--- src/rtl/arb_pkg.sv ---
package arb_pkg;

    localparam int NUM_GRP  = 4;
    localparam int CNT_W    = 2;
    localparam int CFG_W    = 32;
    localparam int ID_W     = $clog2(NUM_GRP);
    localparam int GATE_LSB = 26;
    localparam int CNT_LSB  = 12;
    localparam int PRIO_LSB = 2;

    localparam logic [CFG_W-1:0] GRP_ONES = CFG_W'((1 << NUM_GRP) - 1);
    localparam logic [CFG_W-1:0] CNT_ONES = CFG_W'((1 << (NUM_GRP * CNT_W)) - 1);
    localparam logic [CFG_W-1:0] CFG_MASK = (GRP_ONES << GATE_LSB)
                                          | (CNT_ONES << CNT_LSB)
                                          | (GRP_ONES << PRIO_LSB);

    typedef logic [NUM_GRP-1:0] grp_vec_t;
    typedef logic [ID_W-1:0]    grp_id_t;
    typedef logic [CNT_W-1:0]   cnt_t;

    // Reset word: every service-count field set to one service
    function automatic logic [CFG_W-1:0] cfg_reset_word();
        logic [CFG_W-1:0] w;
        w = '0;
        for (int g = 0; g < NUM_GRP; g++) begin
            w[CNT_LSB + g*CNT_W +: CNT_W] = cnt_t'(1);
        end
        return w;
    endfunction

    localparam logic [CFG_W-1:0] CFG_RST = cfg_reset_word();

    typedef struct packed {
        logic [CFG_W-1:0]          cfg;
        grp_vec_t                  grant;
        cnt_t                      left;
        grp_id_t [NUM_GRP-1:0]     order;   // index 0 = least recently served
    } arb_state_t;

endpackage

--- src/rtl/arb_cfg_decode.sv ---
module arb_cfg_decode
    import arb_pkg::*;
#(
    parameter int N  = NUM_GRP,
    parameter int CW = CNT_W
) (
    input  logic [CFG_W-1:0]       cfg_word,
    output logic [N-1:0]           gate_en,
    output logic [N-1:0]           prio_en,
    output logic [N-1:0][CW-1:0]   svc_cnt
);

    for (genvar g = 0; g < N; g++) begin : g_field
        logic [CW-1:0] raw_cnt;
        assign gate_en[g] = cfg_word[GATE_LSB + g];
        assign prio_en[g] = cfg_word[PRIO_LSB + g];
        assign raw_cnt    = cfg_word[CNT_LSB + g*CW +: CW];
        // a zero count behaves as a single service
        assign svc_cnt[g] = (raw_cnt == '0) ? CW'(1) : raw_cnt;
    end

endmodule

--- src/rtl/arb_req_gate.sv ---
module arb_req_gate
    import arb_pkg::*;
#(
    parameter int N = NUM_GRP
) (
    input  logic [N-1:0] req,
    input  logic [N-1:0] burst_rdy,
    input  logic [N-1:0] gate_en,
    output logic [N-1:0] elig
);

    for (genvar g = 0; g < N; g++) begin : g_gate
        assign elig[g] = req[g] & (~gate_en[g] | burst_rdy[g]);
    end

endmodule

--- src/rtl/arb_pick.sv ---
module arb_pick
    import arb_pkg::*;
#(
    parameter int N  = NUM_GRP,
    parameter int IW = ID_W
) (
    input  logic [N-1:0]           elig,
    input  logic [N-1:0]           prio_en,
    input  logic [N-1:0][IW-1:0]   order,
    output logic                   win_vld,
    output logic [IW-1:0]          win_id
);

    logic          hp_found;
    logic [IW-1:0] hp_id;

    // lowest-numbered set priority bit holds the override
    always_comb begin
        hp_found = 1'b0;
        hp_id    = '0;
        for (int i = 0; i < N; i++) begin
            if (!hp_found && prio_en[i]) begin
                hp_found = 1'b1;
                hp_id    = IW'(i);
            end
        end
    end

    always_comb begin
        win_vld = 1'b0;
        win_id  = '0;
        if (hp_found && elig[hp_id]) begin
            win_vld = 1'b1;
            win_id  = hp_id;
        end else begin
            for (int i = 0; i < N; i++) begin
                if (!win_vld && elig[order[i]]) begin
                    win_vld = 1'b1;
                    win_id  = order[i];
                end
            end
        end
    end

endmodule

--- src/rtl/lru_grant_arbiter.sv ---
module lru_grant_arbiter
    import arb_pkg::*;
(
    input  logic             clk,
    input  logic             rst_n,
    input  logic             cfg_we,
    input  logic [CFG_W-1:0] cfg_wdata,
    output logic [CFG_W-1:0] cfg_rdata,
    input  logic [NUM_GRP-1:0] req,
    input  logic [NUM_GRP-1:0] burst_rdy,
    input  logic             svc_done,
    output logic [NUM_GRP-1:0] grant
);

    arb_state_t st_d, st_q;

    grp_vec_t               gate_en;
    grp_vec_t               prio_en;
    cnt_t [NUM_GRP-1:0]     svc_cnt;
    grp_vec_t               elig;
    logic                   win_vld;
    grp_id_t                win_id;
    grp_id_t                owner_id;
    grp_id_t                owner_pos;
    grp_id_t [NUM_GRP-1:0]  order_mru;
    logic                   owner_elig;

    arb_cfg_decode #(.N(NUM_GRP), .CW(CNT_W)) i_decode (
        .cfg_word (st_q.cfg),
        .gate_en  (gate_en),
        .prio_en  (prio_en),
        .svc_cnt  (svc_cnt)
    );

    arb_req_gate #(.N(NUM_GRP)) i_gate (
        .req       (req),
        .burst_rdy (burst_rdy),
        .gate_en   (gate_en),
        .elig      (elig)
    );

    arb_pick #(.N(NUM_GRP), .IW(ID_W)) i_pick (
        .elig    (elig),
        .prio_en (prio_en),
        .order   (st_q.order),
        .win_vld (win_vld),
        .win_id  (win_id)
    );

    // index of the current owner and its slot in the recency list
    always_comb begin
        owner_id  = '0;
        owner_pos = '0;
        for (int i = 0; i < NUM_GRP; i++) begin
            if (st_q.grant[i]) begin
                owner_id = grp_id_t'(i);
            end
        end
        for (int i = 0; i < NUM_GRP; i++) begin
            if (st_q.order[i] == owner_id) begin
                owner_pos = grp_id_t'(i);
            end
        end
    end

    // recency list with the owner moved to the newest slot
    always_comb begin
        for (int i = 0; i < NUM_GRP - 1; i++) begin
            order_mru[i] = (grp_id_t'(i) >= owner_pos) ? st_q.order[i+1] : st_q.order[i];
        end
        order_mru[NUM_GRP-1] = owner_id;
    end

    assign owner_elig = |(st_q.grant & elig);

    always_comb begin
        st_d = st_q;
        if (cfg_we) begin
            st_d.cfg = cfg_wdata & CFG_MASK;
        end
        if (st_q.grant == '0) begin
            if (win_vld) begin
                st_d.grant = grp_vec_t'(1) << win_id;
                st_d.left  = svc_cnt[win_id];
            end
        end else if (svc_done) begin
            if ((st_q.left <= cnt_t'(1)) || !owner_elig) begin
                st_d.grant = '0;
                st_d.left  = '0;
                st_d.order = order_mru;
            end else begin
                st_d.left  = st_q.left - cnt_t'(1);
            end
        end
    end

    always_ff @(posedge clk) begin
        if (!rst_n) begin
            st_q.cfg   <= CFG_RST;
            st_q.grant <= '0;
            st_q.left  <= '0;
            for (int i = 0; i < NUM_GRP; i++) begin
                st_q.order[i] <= grp_id_t'(i);
            end
        end else begin
            st_q <= st_d;
        end
    end

    assign cfg_rdata = st_q.cfg;
    assign grant     = st_q.grant;

endmodule

--- config.mk ---
export PLATFORM = sky130hd
export DESIGN_NAME = lru_grant_arbiter
export DESIGN_NICKNAME = d
export VERILOG_FILES = /design/src/rtl/arb_pkg.sv /design/src/rtl/arb_cfg_decode.sv /design/src/rtl/arb_req_gate.sv /design/src/rtl/arb_pick.sv /design/src/rtl/lru_grant_arbiter.sv
export SDC_FILE = /design/constraint.sdc
export NUM_CORES = 1
export LEC_CHECK = 0
export BUFFER_PORTS_ARGS = -buffer_cell sky130_fd_sc_hd__buf_2
export CORE_ASPECT_RATIO = 1.2
export CORE_MARGIN = 2
export CORE_UTILIZATION = 25
export DETAILED_ROUTE_END_ITERATION = 6
export GPL_TIMING_DRIVEN = 1
export PLACE_DENSITY_LB_ADDON = 0.25
export SLEW_MARGIN = 20
export SYNTH_ARGS = -nofsm -noshare
export SYNTH_HDL_FRONTEND = slang
export SYNTH_HIERARCHICAL = 1
export SYNTH_SLANG_ARGS = --single-unit
--- constraint.sdc ---
create_clock -name clk -period 4.3 [get_ports clk]
set_clock_uncertainty 0.1 [all_clocks]
set_input_delay 0.86 -clock clk [delete_from_list [all_inputs] [get_ports clk]]
set_output_delay 0.86 -clock clk [all_outputs]
set_load 0.01 [all_outputs]
Word level (Yosys, flattened, before mapping)
Index checks and enable logic that the tools add are counted.
{"block": "op_classes", "n_addsub": 1, "n_lt_le_gt_ge": 10, "n_eq_ne": 4, "shifts": 1, "mux": 51, "n_bitwise": 14, "reduce_logical": 29}
{"cell": "$mux W2", "count": 20}
{"cell": "$mux W1", "count": 20}
{"cell": "$lt A2 B3 Y1 const B", "count": 6}
{"cell": "$mux W14", "count": 1}
{"cell": "$mux W6", "count": 2}
{"cell": "$reduce_and A4 Y1", "count": 3}
{"cell": "$bmux W1 S2", "count": 5}
{"cell": "$logic_not A2 Y1", "count": 4}
{"cell": "$mux W8", "count": 1}
{"cell": "$logic_and A1 B1 Y1", "count": 7}
{"cell": "$logic_not A1 Y1", "count": 7}
{"cell": "$eq A2 B2 Y1", "count": 3}
{"cell": "$reduce_and A3 Y1", "count": 2}
{"cell": "$not A1 Y1", "count": 5}
{"cell": "$and A1 B1 Y1", "count": 4}
{"cell": "$and A4 B4 Y4", "count": 1}
{"cell": "$bmux W2 S2", "count": 1}
{"cell": "$ge A1 B2 Y1 const A", "count": 2}
{"cell": "$logic_not A4 Y1", "count": 1}
{"cell": "$mux W4", "count": 1}
{"cell": "$or A1 B1 Y1", "count": 4}
{"cell": "$reduce_bool A2 Y1", "count": 2}
{"cell": "$reduce_or A4 Y1", "count": 1}
{"cell": "$shl A1 B2 Y4 const A", "count": 1}
{"cell": "other kinds (6)", "count": 6}
{"block": "word_totals", "reg_bits": 30, "inputBits": 44, "out_inout_bits": 36, "wordCells": 117}

Longest topological paths before layout
{"block": "logic_depth", "word_depth": 30, "ltp_mapped": 11, "ltp_nobuf": 11}

Hierarchy
The synthesis kept the hierarchy.
{"mod": "lru_grant_arbiter", "n_inst": 1, "cells_each": 184, "area_per_inst_um2": 1739.2, "seq_area_each_um2": 600.6}
{"mod": "arb_pick", "n_inst": 1, "cells_each": 34, "area_per_inst_um2": 309.0, "seq_area_each_um2": 0.0}
{"mod": "arb_cfg_decode", "n_inst": 1, "cells_each": 16, "area_per_inst_um2": 100.1, "seq_area_each_um2": 0.0}
{"mod": "arb_req_gate", "n_inst": 1, "cells_each": 8, "area_per_inst_um2": 45.0, "seq_area_each_um2": 0.0}

Worst setup path after synthesis
Ideal clock, no wire load.
{"block": "synth_timing", "kind": "input -> register", "from": "in req[2]", "to": "reg st_q[9] in the netlist's numbering", "setup_ns": 0.115, "arrival_time_ns": 3.359, "required_time_ns": 4.085, "path_slack_ns": 0.726, "cell_stages": 9, "n_path_buf": 0, "cell_sequence": "a21boi_1 mux4_2 nand2b_1 a311o_1 a32oi_1 mux4_2 mux2i_1 o22ai_1 and2_1"}
{"block": "synth_via", "elab_chain_cells": 21, "word_cells_on_any_way": 43, "cone_classes": "eq/ne: 1; mux: 29; bitwise: 2; reduce/logical: 11"}
{"item": "from (decl)", "line_no": "lru_grant_arbiter.sv:9", "text": "input logic [NUM_GRP-1:0] req,"}
{"item": "$and A1 B1 Y1 (*)", "line_no": "arb_req_gate.sv:13", "text": "assign elig[g] = req[g] & (~gate_en[g] | burst_rdy[g]);"}
{"item": "$bmux W1 S2", "line_no": "arb_pick.sv:37", "text": "if (!win_vld && elig[order[i]]) begin"}
{"item": "$mux W1 (not written as such)", "line_no": "arb_pick.sv:37"}
{"item": "$mux W1", "line_no": "arb_pick.sv:37"}
{"item": "$mux W1", "line_no": "arb_pick.sv:32", "text": "if (hp_found && elig[hp_id]) begin"}
{"item": "$logic_not A1 Y1", "line_no": "arb_pick.sv:37"}
{"item": "$logic_and A1 B1 Y1", "line_no": "arb_pick.sv:37"}
{"item": "$mux W1", "line_no": "arb_pick.sv:37"}
{"item": "[... 6 more ...]"}
{"item": "$logic_and A1 B1 Y1", "line_no": "arb_pick.sv:37"}
{"item": "$mux W2", "line_no": "arb_pick.sv:37"}
{"item": "$mux W2 (*)", "line_no": "arb_pick.sv:32"}
{"item": "named net win_id[0]", "line_no": "lru_grant_arbiter.sv:22", "text": "grp_id_t win_id;"}
{"item": "$bmux W2 S2 (*)", "line_no": "lru_grant_arbiter.sv:84", "text": "st_d.left = svc_cnt[win_id];"}
{"item": "$mux W2 (not written as such) (*)", "line_no": "lru_grant_arbiter.sv:84"}
{"item": "$mux W6 (*)", "line_no": "lru_grant_arbiter.sv:82", "text": "if (win_vld) begin"}
{"item": "$mux W6 (*)", "line_no": "lru_grant_arbiter.sv:81", "text": "if (st_q.grant == '0) begin"}
{"item": "to (signal assigned)", "line_no": "lru_grant_arbiter.sv:106", "text": "st_q <= st_d;"}
{"item": "to (decl)", "line_no": "lru_grant_arbiter.sv:15", "text": "arb_state_t st_d, st_q;"}
The timed path passes the listed nets; every way through them passes the cells marked *. The select of a mux whose other input is x is not followed.
A chain may end at the register's enable or synchronous reset.

Final worst setup path
{"block": "layout_timing", "from": "in burst_rdy[2]", "to": "reg st_q[9] in the netlist's numbering"}
{"block": "layout_via", "elab_chain_cells": 22, "word_cells_on_any_way": 44, "cone_classes": "eq/ne: 1; mux: 29; bitwise: 3; reduce/logical: 11"}
{"item": "from (decl)", "line_no": "lru_grant_arbiter.sv:10", "text": "input logic [NUM_GRP-1:0] burst_rdy,"}
{"item": "$or A1 B1 Y1 (*)", "line_no": "arb_req_gate.sv:13"}
{"item": "$and A1 B1 Y1 (*)", "line_no": "arb_req_gate.sv:13"}
{"item": "named net elig[2]", "line_no": "lru_grant_arbiter.sv:20", "text": "grp_vec_t elig;"}
{"item": "$bmux W1 S2", "line_no": "arb_pick.sv:37"}
{"item": "$mux W1 (not written as such)", "line_no": "arb_pick.sv:37"}
{"item": "$mux W1", "line_no": "arb_pick.sv:37"}
{"item": "$mux W1", "line_no": "arb_pick.sv:32"}
{"item": "$logic_not A1 Y1", "line_no": "arb_pick.sv:37"}
{"item": "[... 8 more ...]"}
{"item": "$logic_and A1 B1 Y1", "line_no": "arb_pick.sv:37"}
{"item": "$mux W2", "line_no": "arb_pick.sv:37"}
{"item": "$mux W2 (*)", "line_no": "arb_pick.sv:32"}
{"item": "named net win_id[0]", "line_no": "lru_grant_arbiter.sv:22"}
{"item": "$bmux W2 S2 (*)", "line_no": "lru_grant_arbiter.sv:84"}
{"item": "$mux W2 (not written as such) (*)", "line_no": "lru_grant_arbiter.sv:84"}
{"item": "$mux W6 (*)", "line_no": "lru_grant_arbiter.sv:82"}
{"item": "$mux W6 (*)", "line_no": "lru_grant_arbiter.sv:81"}
Marked as above.

==> implementation parameters <==
Parameter                              Value

Status
  Run status ... finished clean

Power and ir drop
  Psw ... 0.000464 W
  Total leakage power ... around 1 nW
  Internal Pwr Total ... ~0.00071 W
  Switching power share of the total ... 39.6%
  Register share of total power ... 38.3%
  Clock network power share ... 20.2%
  IR drop worst, VDD ... 0.155 mV
  Total power of the final layout ... around 0.0012 W
  Logic pwr share ... between 40% and 50%
  Power per Cell Area ... 504 nW/um2

STA
  Max-slew violation total from the final report ... 0
  Tightest Pin Transition ... 0.750 ns
  Final setup violation count ... 0
  RSZ-0062 raised after global routing ... false
  Hold violation count in the final report ... 0
  Setup slack after layout ... 0.678 ns
  Post-route minimum period ... 3.62 ns
  Timing-limited maximum frequency ... 276 MHz
  Max-slew headroom ... about half
  Worst hold slack after final layout ... 0.396 ns
  Post-route setup TNS ... 0 ns
  Final worst path period share ... 84.2%

Die
  Initial core utilization ... 25.6%
  Site Rows ... 37
  Chip Width ... 89.5 um
  Die Footprint ... between 9000 and 10,000 um2
  Die boundary height ... 107 um
  Count of boundary I/O pins ... 80
  Core area ... between 8000 and 9000 um2

Setup path
  Endpoint class of the critical path ... flip-flop
  Worst Setup Start Kind ... input port
  Crit path capture ... st_q[9]
  Required time worst endpoint ... 4.38 ns
  Depth of the worst register-to-register path ... 11
  Beginning of the critical path ... burst_rdy[2]
  Critical path class ... input port to flip-flop
  Maximum net fanout on the critical path ... 10
  Slack of the worst reg-to-reg path ... 1.05 ns
  Crit path DAT ... 3.70 ns
  Terminus of the critical flop-to-flop path ... st_q[9]
  Worst reg2reg path startpoint ... cfg_rdata[28]

Clocking
  CTS tree ... yes
  Clock latency at the later pin of the worst-skew pair ... 0.28 ns
  Number of buffers inserted to repair setup after CTS ... 0
  Clk buf depth ... 2
  CTS clk-pin slew, worst paths ... ~0.070 ns
  H-tree lvl count ... 2
  Post-CTS Resized ... 0
  Number of buffers inserted for hold repair after clock tree synthesis ... 0
  Clock buffer count from CTS ... 5
  Root Driver ... sky130_fd_sc_hd__clkbuf_8
  Total number of clock tree sinks ... 30

Synthesis
  #FFs+latches synth ... 30
  Synth area leaders ... sky130_fd_sc_hd__dfxtp_1 (27%), sky130_fd_sc_hd__buf_4 (15%), sky130_fd_sc_hd__mux2i_1 (12%)
  Main combinational cell family by area after synthesis ... buffers and inverters
  Cell Area, Synth ... 2190 um2
  Adder and majority gate portion of the synthesized area ... 0.570%
  Synth Area in Simple Gates ... 19.2%
  Avg Inst Size Synth ... between 9 and 10 um2
  Yosys Warn Count ... 6
  Library cell with the largest summed area after synthesis ... sky130_fd_sc_hd__dfxtp_1
  Post-synthesis share of cell area spent on xor and xnor gates ... 0.799%
  Top-area cell type share of the netlist area ... 27.4%
  Cell count after synthesis ... 242
  Mux cell area share after synthesis ... about a fifth
  Share of synthesized area occupied by flip-flops and latches ... 27.4%
  Synthesized-area fraction occupied by ao, oa, aoi and oai cells ... 12.9%
  Distinct cell type count of the synthesized netlist ... 54

Global routing
  Total global routing overflow ... 0
  Antenna violations before repair ... 0
  Total Routing Usage GR ... 10.2%
  Pin count of the biggest net entering global routing ... 33
  Vias in the first global route ... 1,533
  First-pass GRT wire length ... around 7.5 mm

Layout
  Area of all placed cells without fillers ... 2330 um2
  Share of final-layout standard cells stronger than drive strength 1 ... a little over a quarter
  Final nets ... 300
  Number of diodes added for antenna fixing ... 0
  Area Growth Syn to Fin ... 6.05%
  Filler cell count in the final layout ... 935

Route
  WL final ... 4.59 mm
  Post-detailed-route via-to-cell ratio ... 4.34
  Number of optimization iterations in the first detailed-route pass ... 4
  Drt first-iter violations ... 72
  Average routed wire per standard cell ... 12.3 um
  Vias post-DR ... 1,620
  Final routed DRC violation total ... 0
  ANT nets after route ... 0

Min path
  Kind of path behind the tightest hold check ... flip-flop to flip-flop

Placement
  Final HPWL DP ... 3.42 mm
  Post-Place Worst Slack ... 0.370 ns
  Buffers on Ports ... 47
  RD Place Congestion ... a little over 0.7
  Total cell area at the placement stage ... 2230 um2

Run
  Maximum Capacitance Violations ... 0
## cell usage in the layout, fill, tap and decap left out, types with 3 or more instances in the layout
cell	netlist	routed
sky130_fd_sc_hd__mux2i_1	26	26
sky130_fd_sc_hd__clkbuf_8	0	6
sky130_fd_sc_hd__nor2b_1	15	15
sky130_fd_sc_hd__buf_2	2	47
sky130_fd_sc_hd__nor3b_1	3	3
sky130_fd_sc_hd__nand2b_1	6	6
sky130_fd_sc_hd__nand2_1	24	24
sky130_fd_sc_hd__and2_1	3	3
sky130_fd_sc_hd__a21boi_1	7	7
sky130_fd_sc_hd__nor2_1	5	5
sky130_fd_sc_hd__inv_1	10	10
sky130_fd_sc_hd__a21oi_1	5	5
sky130_fd_sc_hd__conb_1	1	16
sky130_fd_sc_hd__nor3_1	3	3
sky130_fd_sc_hd__dfxtp_1	30	30
sky130_fd_sc_hd__mux4_2	4	4
## worst min-delay path by stage
| stage | from | end | slack (ns) | depth (start not counted) |
|---|---|---|---|---|
| floorplan | cfg_rdata[12] | cfg_rdata[12] | 0.36 | 2 |
| global placement | cfg_rdata[16] | cfg_rdata[16] | 0.37 | 2 |
| detailed placement | cfg_rdata[16] | cfg_rdata[16] | 0.38 | 2 |
| CTS | cfg_rdata[16] | cfg_rdata[16] | 0.40 | 2 |
| global route | cfg_rdata[14] | cfg_rdata[14] | 0.45 | 2 |
| finish | cfg_rdata[18] | cfg_rdata[18] | 0.40 | 2 |
## area by class of cell
type,instances,area (um2),share of cell area [%]
repair buffers,48,243,10.4
clock inverters,1,5.00,0.215
multi-input cells,160,1210,51.9
flip-flops and latches,30,601,25.8
well taps,117,146,6.29
clock buffers,7,86.3,3.71
inverters,10,37.5,1.61
## registers in the layout, summed over array words and instances, names as in the netlist
| signal | count |
|---|---|
| grant | 4 |
| st_q | 10 |
| cfg_rdata | 16 |
## cells in the mapped netlist (all sizes together)
library cell,number
xnor2,1
a21oi,5
buf,49
nand2b,6
nand2,25
a211oi,2
or4b,1
o21ai,3
dfxtp,30
nand4b,2
nand4,2
a31oi,2
and2,3
o311ai,1
nor2,5
o211ai,2
nor4b,2
mux2,1
clkbuf,8
a32oi,1
or3,1
nor3b,3
a22oi,2
mux4,6
conb,1
nor3,3
o32ai,1
mux2i,26
a211o,2
a21boi,7
nor2b,15
a221oi,2
ha,1
o22ai,1
nand3,3
inv,10
a2bb2oi,1
o21a,1
a311o,2
nor4,2
xor2,1
## cell families after synthesis
group	count (synthesis)
XOR/XNOR	2
adder cells (fa/ha/maj)	1
AO/OA/AOI/OAI	35
buffers and inverters	67
other	1
AND/OR/NAND/NOR	73
flip-flops	30
multiplexers	33
## through the flow
stage                     utilization, %  std cells
final                               27.2        373
after global routing                27.2        373
after CTS                           27.2        373
after detailed placement            26.1        365
after global placement              26.1        365
after floorplan                        -        257
## routing by layer
metal  share of wire (%)  routed length, um  GRT usage, %
met4                 1.3                 59          3.52
met5                   0                  0             0
met2                  50               2310          16.9
met3                 4.6                213          2.93
met1                  44               2010          12.6
## power groups by stage
stage	Clock (W)	Combinational, W	Sequential, W
after floorplan	0	0.000483	0.000402
after global placement	0	0.000487	0.000456
after detailed placement	0	0.000491	0.000456
after CTS	0.000242	0.000492	0.000451
after global routing	0.000255	0.000548	0.000463
final	0.000236	0.000487	0.000449
## worst max-delay path, cell delays in order
cell and delay (ns):
sky130_fd_sc_hd__buf_2 0.07, sky130_fd_sc_hd__inv_1 0.03, sky130_fd_sc_hd__a21boi_1 0.60, sky130_fd_sc_hd__and2_1 0.22
sky130_fd_sc_hd__a31oi_1 0.06, sky130_fd_sc_hd__a221oi_2 0.39, sky130_fd_sc_hd__nor4_1 0.15, sky130_fd_sc_hd__a32oi_1 0.23
sky130_fd_sc_hd__buf_4 0.18, sky130_fd_sc_hd__mux4_2 0.49, sky130_fd_sc_hd__mux2i_1 0.14, sky130_fd_sc_hd__o22ai_1 0.09
sky130_fd_sc_hd__and2_1 0.18
Note: power is estimated with default switching activity, not from simulation.
